## config.mk

```make
export PLATFORM = sky130hd
export DESIGN_NAME = hbr_regfile
export DESIGN_NICKNAME = d
export VERILOG_FILES = /design/src/rtl/hbr_pkg.sv /design/src/rtl/hbr_addr_decode.sv /design/src/rtl/hbr_enable_mask.sv /design/src/rtl/hbr_edge_pulse.sv /design/src/rtl/hbr_regfile.sv
export SDC_FILE = /design/constraint.sdc
export NUM_CORES = 1
export LEC_CHECK = 0
export ABC_AREA = 1
export BUFFER_PORTS_ARGS = -buffer_cell sky130_fd_sc_hd__buf_2
export CAP_MARGIN = 5
export CORE_ASPECT_RATIO = 0.75
export CORE_MARGIN = 5
export CORE_UTILIZATION = 40
export DETAILED_ROUTE_END_ITERATION = 12
export PLACE_DENSITY = 0.61
export SYNTH_ARGS = -nofsm -noshare
export SYNTH_HDL_FRONTEND = slang
export SYNTH_SLANG_ARGS = --single-unit
```

## constraint.sdc

```tcl
create_clock -name clk -period 3.2 [get_ports clk]
set_input_delay 0.16 -clock clk [delete_from_list [all_inputs] [get_ports clk]]
set_output_delay 0.16 -clock clk [all_outputs]
set_load 0.02 [all_outputs]
```

## src/rtl/hbr_pkg.sv

```systemverilog
package hbr_pkg;
  localparam int unsigned WORD_W      = 32;
  localparam int unsigned IDX_GENCFG  = 1;
  localparam int unsigned IDX_EN_SET  = 12;
  localparam int unsigned IDX_EN_CLR  = 13;
  localparam int unsigned IDX_EN      = 14;
  localparam int unsigned IDX_STATUS  = 15;
  localparam int unsigned GEN_RST_BIT = 2;

  typedef enum logic [1:0] {KIND_PLAIN, KIND_ENABLE, KIND_STATUS} reg_kind_e;

  function automatic reg_kind_e kind_of(int unsigned idx);
    if (idx == IDX_EN)          return KIND_ENABLE;
    else if (idx == IDX_STATUS) return KIND_STATUS;
    else                        return KIND_PLAIN;
  endfunction

  function automatic logic [WORD_W-1:0] reset_word(int unsigned idx);
    case (idx)
      0:       return 32'h0000_0C40;
      1:       return 32'h0000_1384;
      2:       return 32'h2BFF_8010;
      3:       return 32'h255E_0091;
      4:       return 32'h0000_6140;
      7:       return 32'h0000_01FF;
      8:       return 32'h0000_01FF;
      26:      return 32'h0000_0008;
      27:      return 32'h1000_0000;
      default: return '0;
    endcase
  endfunction

  function automatic logic [WORD_W-1:0] enable_next(logic [WORD_W-1:0] cur,
                                                    logic [WORD_W-1:0] val,
                                                    logic do_set, logic do_clr);
    if (do_set)      return cur | val;
    else if (do_clr) return cur & ~val;
    else             return cur;
  endfunction

  function automatic logic bit_rises(logic cur, logic nxt);
    return !cur && nxt;
  endfunction
endpackage

```

## src/rtl/hbr_addr_decode.sv

```systemverilog
module hbr_addr_decode #(
  parameter int unsigned ADDR_W   = 8,
  parameter int unsigned NUM_REGS = 28,
  localparam int unsigned IDX_W   = ADDR_W - 2
) (
  input  logic [ADDR_W-1:0] addr,
  input  logic              wr_en,
  output logic [IDX_W-1:0]  idx,
  output logic              hit,
  output logic              wr_hit
);
  localparam logic [IDX_W-1:0] LAST_IDX = IDX_W'(NUM_REGS - 1);

  always_comb begin
    idx    = addr[ADDR_W-1:2];
    hit    = (idx <= LAST_IDX);
    wr_hit = wr_en && hit;
  end
endmodule

```

## src/rtl/hbr_enable_mask.sv

```systemverilog
module hbr_enable_mask
  import hbr_pkg::*;
(
  input  logic              clk,
  input  logic              rst_n,
  input  logic              set_wr,
  input  logic              clr_wr,
  input  logic [WORD_W-1:0] wdata,
  output logic [WORD_W-1:0] en_q
);
  always_ff @(posedge clk or negedge rst_n) begin
    if (!rst_n) en_q <= reset_word(IDX_EN);
    else        en_q <= enable_next(en_q, wdata, set_wr, clr_wr);
  end

  p_enable_hold_r5: assert property (@(posedge clk) disable iff (!rst_n)
    !(set_wr || clr_wr) |=> $stable(en_q));
  p_set_bits_r3: assert property (@(posedge clk) disable iff (!rst_n)
    set_wr |=> ((en_q & $past(wdata)) == $past(wdata)));
  p_clr_bits_r4: assert property (@(posedge clk) disable iff (!rst_n)
    clr_wr |=> ((en_q & $past(wdata)) == '0));
endmodule

```

## src/rtl/hbr_edge_pulse.sv

```systemverilog
module hbr_edge_pulse
  import hbr_pkg::*;
(
  input  logic clk,
  input  logic rst_n,
  input  logic gen_wr,
  input  logic cur_bit,
  input  logic new_bit,
  output logic pulse
);
  logic rise_now;
  assign rise_now = gen_wr && bit_rises(cur_bit, new_bit);

  always_ff @(posedge clk or negedge rst_n) begin
    if (!rst_n) pulse <= 1'b0;
    else        pulse <= rise_now;
  end

  p_pulse_single_r6: assert property (@(posedge clk) disable iff (!rst_n)
    pulse |=> !pulse);
  p_pulse_cause_r7: assert property (@(posedge clk) disable iff (!rst_n)
    $rose(pulse) |-> ($past(gen_wr) && $past(new_bit) && !$past(cur_bit)));
endmodule

```

## src/rtl/hbr_regfile.sv

```systemverilog
module hbr_regfile
  import hbr_pkg::*;
#(
  parameter int unsigned ADDR_W   = 8,
  parameter int unsigned NUM_REGS = 28
) (
  input  logic              clk,
  input  logic              rst_n,
  input  logic [ADDR_W-1:0] addr,
  input  logic              wr_en,
  input  logic [31:0]       wr_data,
  output logic [31:0]       rd_data,
  output logic              rst_req
);
  localparam int unsigned IDX_W = ADDR_W - 2;

  logic [IDX_W-1:0]  idx;
  logic              hit;
  logic              wr_hit;
  logic [WORD_W-1:0] word_q [NUM_REGS];
  logic [WORD_W-1:0] en_q;
  logic              set_wr, clr_wr, gen_wr;

  hbr_addr_decode #(.ADDR_W(ADDR_W), .NUM_REGS(NUM_REGS)) dec_i (
    .addr(addr), .wr_en(wr_en), .idx(idx), .hit(hit), .wr_hit(wr_hit)
  );

  assign set_wr = wr_hit && (idx == IDX_W'(IDX_EN_SET));
  assign clr_wr = wr_hit && (idx == IDX_W'(IDX_EN_CLR));
  assign gen_wr = wr_hit && (idx == IDX_W'(IDX_GENCFG));

  hbr_enable_mask mask_i (
    .clk(clk), .rst_n(rst_n), .set_wr(set_wr), .clr_wr(clr_wr),
    .wdata(wr_data), .en_q(en_q)
  );

  for (genvar i = 0; i < NUM_REGS; i++) begin : g_word
    if (kind_of(i) == KIND_ENABLE) begin : g_en
      assign word_q[i] = en_q;
    end else if (kind_of(i) == KIND_STATUS) begin : g_stat
      assign word_q[i] = reset_word(i);
    end else begin : g_plain
      logic [WORD_W-1:0] q;
      always_ff @(posedge clk or negedge rst_n) begin
        if (!rst_n)                               q <= reset_word(i);
        else if (wr_hit && (idx == IDX_W'(i)))    q <= wr_data;
      end
      assign word_q[i] = q;
    end
  end

  hbr_edge_pulse pulse_i (
    .clk(clk), .rst_n(rst_n), .gen_wr(gen_wr),
    .cur_bit(word_q[IDX_GENCFG][GEN_RST_BIT]),
    .new_bit(wr_data[GEN_RST_BIT]),
    .pulse(rst_req)
  );

  always_comb begin
    rd_data = '0;
    if (hit) rd_data = word_q[idx];
  end

  p_unmapped_zero_r8: assert property (@(posedge clk) disable iff (!rst_n)
    !hit |-> (rd_data == '0));
  p_gen_stored_r6: assert property (@(posedge clk) disable iff (!rst_n)
    gen_wr |=> (word_q[IDX_GENCFG] == $past(wr_data)));
  p_status_zero_r5: assert property (@(posedge clk) disable iff (!rst_n)
    word_q[IDX_STATUS] == '0);
endmodule

```

Word level (Yosys, flattened, before mapping):

Cells that the tools add are included.

* order comparisons: 2
* equal/unequal tests: 25
* multiplexer cells: 6
* bitwise operators: 4
* reduce and logical (&&, ||, !) cells: 32

Operator list (count)
* binary-select mux 32 bit (select 5 bit): 1
* 2-to-1 mux 32 bit: 5
* == test 6 x 5 -> 1 bit, second input constant: 12
* == test 6 x 4 -> 1 bit, second input constant: 6
* bitwise AND 32 bit: 1
* NOT 32 bit: 1
* OR 32 bit: 1
* logical AND 1 bit: 29
* == test 6 x 3 -> 1 bit, second input constant: 4
* == test 6 x 2 -> 1 bit, second input constant: 2
* >= comparator 7 x 6 -> 1 bit, second input constant: 1
* NOT 6 -> 7 bit: 1
* == test 6 x 1 -> 1 bit, second input constant: 1
* <= comparator 6 x 5 -> 1 bit, second input constant: 1
* zero test 6 bit: 1
* nonzero test 2 bit: 1
* zero test 1 bit: 1

* register bits: 865
* input bits: 43
* logic and storage cells: 97

Longest topological paths before layout:

* word-level depth: 5
* mapped depth: 11
* mapped depth without buffers: 9

Hierarchy:

From an unflattened synthesis, not the netlist that was laid out.

* cell total of the unflattened synthesis: 5267
* area, all modules: 39979.6 um^2

By module, submodules not included
* hbr_regfile: times used 1, cells each 5086, area an instance 38528.2 um^2, seq. area each 20891.3 um^2
* hbr_enable_mask: times used 1, cells each 166, area an instance 1337.5 um^2, seq. area each 800.8 um^2
* hbr_addr_decode: times used 1, cells each 12, area an instance 78.8 um^2, seq. area each 0.0 um^2
* hbr_edge_pulse: times used 1, cells each 3, area an instance 35.0 um^2, seq. area each 25.0 um^2

Worst setup path after synthesis:

No wires, ideal clock.

* path type: input port to output port
* start point: input addr[3]
* end point: output rd_data[25]
* data arrival time: 1567 ps
* setup slack: 1473 ps
* stages on the path: 10
* cells stage by stage: buf_2 -> nor2_2 -> buf_2 -> clkbuf_1 -> nand2_1 -> nand3_1 -> nand2_1 -> nand3_1 -> nor2_1 -> nor2_1

* longest elaborated chain between the ends: 5
* elaborated cells on any way between the ends: 6
* classes of those cells: 1 x order compare; 4 x mux; 1 x bitwise

Ends and longest elaborated chain
* start, declared: line hbr_regfile.sv:9 `input logic [ADDR_W-1:0] addr,`
* NOT 6 -> 7 bit (not written as such): line hbr_regfile.sv:61 `if (hit) rd_data = word_q[idx];`
* binary-select mux 32 bit (select 5 bit): line hbr_regfile.sv:61
* 2-to-1 mux 32 bit (not written as such) (2 in series): line hbr_regfile.sv:61
* 2-to-1 mux 32 bit *: line hbr_regfile.sv:61
* end, declared: line hbr_regfile.sv:12 `output logic [31:0] rd_data,`

Mark *: on every way between the ends. The rest lies on a longest branch, timed or not. The select of a mux whose other input is x is not followed.

Final worst setup path:

* start point: register g_word[7].g_plain.q[5]
* end point: output rd_data[5]

* longest elaborated chain between the ends: 4

Ends and longest elaborated chain
* start, declared: line hbr_regfile.sv:43 `logic [WORD_W-1:0] q;`
* start signal, assigned: line hbr_regfile.sv:45 `if (!rst_n) q <= reset_word(i);`
* start signal, assigned: line hbr_regfile.sv:46 `else if (wr_hit && (idx == IDX_W'(i))) q <= wr_data;`
* binary-select mux 32 bit (select 5 bit): line hbr_regfile.sv:61
* 2-to-1 mux 32 bit (not written as such) (2 in series): line hbr_regfile.sv:61
* 2-to-1 mux 32 bit: line hbr_regfile.sv:61

No other way between the ends. The select of a mux whose other input is x is not followed.

==> impl_metrics.yaml <==
pwr:
  ir_worst_vdd_mv: 0.476
  leakagePower_nw: 22.1
  netSwitchingFraction: 0.271
  p_per_area_mw_per_mm2: 591
  clockPowerShare: 0.377
  total_power_mw: 26.2
  intPower_mw: 19.1
  p_seq_frac: 0.498
  p_sw_mw: 7.10
  combPwrFrac: 0.126
floorplan:
  pin_count: 76
  dieArea_mm2: 0.105
  initial_core_util: 0.405
  die_w_um: 373
  fp.coreArea_mm2: 0.0976
  die_h_um: 282
  placementRows: 99
synth:
  synth.yosys.warnings: 0
  syn_nets: 5241
  ys_types: 16
  ys_top_cells_by_area: "dfrtp_1 51%, nand2_1 25%, o21ai_1 12%"
  syn_area_per_cell_um2: 7.60
  synthCells: 5198
  synth_area_mm2: 0.0395
  yosys_register_bits: 865
  synth_area_leader_cell: "dfrtp_1"
  synthDominantCellAreaShare: 0.512
  ys_seq_area_frac: 0.550
final_layout:
  layout-drive-gt1-share: 0.0770
  fillers: 9943
  layout_commonest_cell: "nand2_1"
  postLayoutCellArea_mm2: 0.0443
  finalNetCount: 5117
  syn_to_final_growth_pct: 12.0
  mostFrequentLayoutCells: "2614 x nand2_1, 921 x o21ai_1, 808 x dfrtp_1"
  utilization: 0.453
place:
  finalWeightedCongestion: 0.787
  place_area_mm2: 0.0415
  portBuffers: 73
  place_ws_ns: 0.759
  hpwl_um: 69200
cts:
  clk_pin_slew_worst_paths_ns: 0.06
  cts_buffers: 84
  cts_tree: "yes"
  clk_latency_ns: 0.66
  clock_sinks: 865
  root_buffer: "clkbuf_16"
  ctsHtreeMaxLevel: 3
  clockBufferDepth: 3
worst_setup_path:
  ff2ff_setup_slack_ns: 2.35
  r2r_end: "g_word[1].g_plain.q[2]"
  ff2ff_path_depth: 2
  reg2reg_from: "g_word[1].g_plain.q[2]"
  crit_chain: "nand3_1 -> nand2_1 -> o21ai_1 -> nand2_1 -> nor2_1 -> nor2_1 -> buf_2"
  crit_required_ns: 3.04
  worstSetupStartpointType: "flip-flop"
  crit_type: "reg2out"
  cpPeakStageDelay_ns: 0.53
  cp_max_fo: 2
  arrival_ns: 2.39
  end_kind: "output pin"
  cp_slowest_cell: "dfstp_2"
route:
  wl_per_cell_um: 19.2
  detail-route-antenna-nets: 0
  drtIter0Drc: 3349
  via_per_inst: 5.23
  drc: 0
  drt-total-wl_um: 124000
  first_pass_iters: 6
  num_vias: 33744
global_route:
  antenna_found_initial: 4
  grt_pass1_vias: 31223
  grt_overflow: 0
  grt_pass1_wl_um: 194000
  groute.usage.overall: 0.235
  grt_max_degree: 119
sta:
  fmax_ghz: 0.392
  slew_headroom: 0.253
  fin_crit_ns: 2.55
  maxSlewViolCount: 0
  rsz0062_at_grt: "false"
  final.setup_skew_ns: 0.00108
  worst_slack_ns: 0.651
  setup_violations: 0
  fin_crit_sh: 0.797
  worstMarginPinSlew_ns: 1.12
  hold_viol: 0
  final.setup.tns_ns: 0
hold_path:
  min_path_type: "in2async"
run_status:
  status: "completed"
run:
  max_cap_violations: 0
-- cells in the mapped netlist --
cell type  count
clkbuf_1     298
dfrtp_1      808
nor2_1        92
o21ai_1      921
nand2_1     2639
a21oi_1       43
o21ai_0       49
nor2_2         3
nand4_1        9
inv_1         45
dfstp_2       57
inv_2         10
buf_1         35
nand3_1      127
nor3_2         1
buf_2         61
-- sequential cells by signal, indices dropped and copies added (netlist names), named ones only --
signal	count
g_word.g_plain.q	832
pulse_i.pulse	1
-- per-stage QoR --
stage               cells  hold WS (ns)
floorplan            5198        -0.136
global placement     6292         0.159
detailed placement   6292         0.155
CTS                  6446        0.0333
global route         6446        0.0831
finish               6448        0.0598
-- logic make-up (layout without fill, tap and decap cells) --
family                 after synthesis  in the layout  synth area share
flip-flops                         865            865             0.550
AO/OA/AOI/OAI                     1013           1013             0.128
buffers and inverters              449            384            0.0446
other                                0              2                 0
AND/OR/NAND/NOR                   2871           2871             0.278
-- layer usage --
layer	part of all wire	vias up	wire, um	track usage
li1	-	16294	-	-
met1	0.48	16221	59900	0.357
met2	0.42	1072	52100	0.352
met3	0.074	157	9230	0.0397
met4	0.022	0	2780	0.0570
met5	0	-	0	0
-- repair_timing --
| action | in CTS | in global routing |
|---|---|---|
| gates resized for setup | 0 | 0 |
| endpoints found under the hold margin | 323 | 0 |
| hold buffers | 9 | 0 |
| buffers inserted | 0 | 0 |
-- critical path, delay by kind of cell (launching register included) --
kind            cells  cell delay (ns)
flops               1             0.53
compound gates      1             0.07
simple gates        5             0.82
buf+inv             1             0.28
-- final cells by class --
cell class,count,area (um^2),share of cell area
sequential,865,21700,0.491
multi-input combinational,3884,16300,0.368
clock buffer,130,2480,0.0559
timing repair buffer,184,1760,0.0399
tap,1313,1640,0.0371
inverter,55,220,0.00497
clock inverter,15,158,0.00356
antenna,2,5.00,0.000113
-- worst max-delay path by stage --
stage	start	end	slack (ns)	depth (start not counted)
floorplan	addr[3]	rd_data[25]	1.47	10
global placement	addr[5]	rd_data[28]	0.76	10
detailed placement	addr[5]	rd_data[28]	0.76	10
CTS	g_word[8].g_plain.q[5]	rd_data[5]	0.62	7
global route	addr[5]	rd_data[28]	0.57	10
finish	g_word[7].g_plain.q[5]	rd_data[5]	0.65	7
-- power groups by stage --
stage	clock network (mW)	registers, mW	logic (mW)
finish	9.85	13.0	3.28
global route	10.5	13.2	3.80
CTS	10.0	13.0	3.30
detailed placement	0	13.2	3.28
global placement	0	13.2	3.22
floorplan	0	13.0	2.28
(Power assumes the default switching activity.)
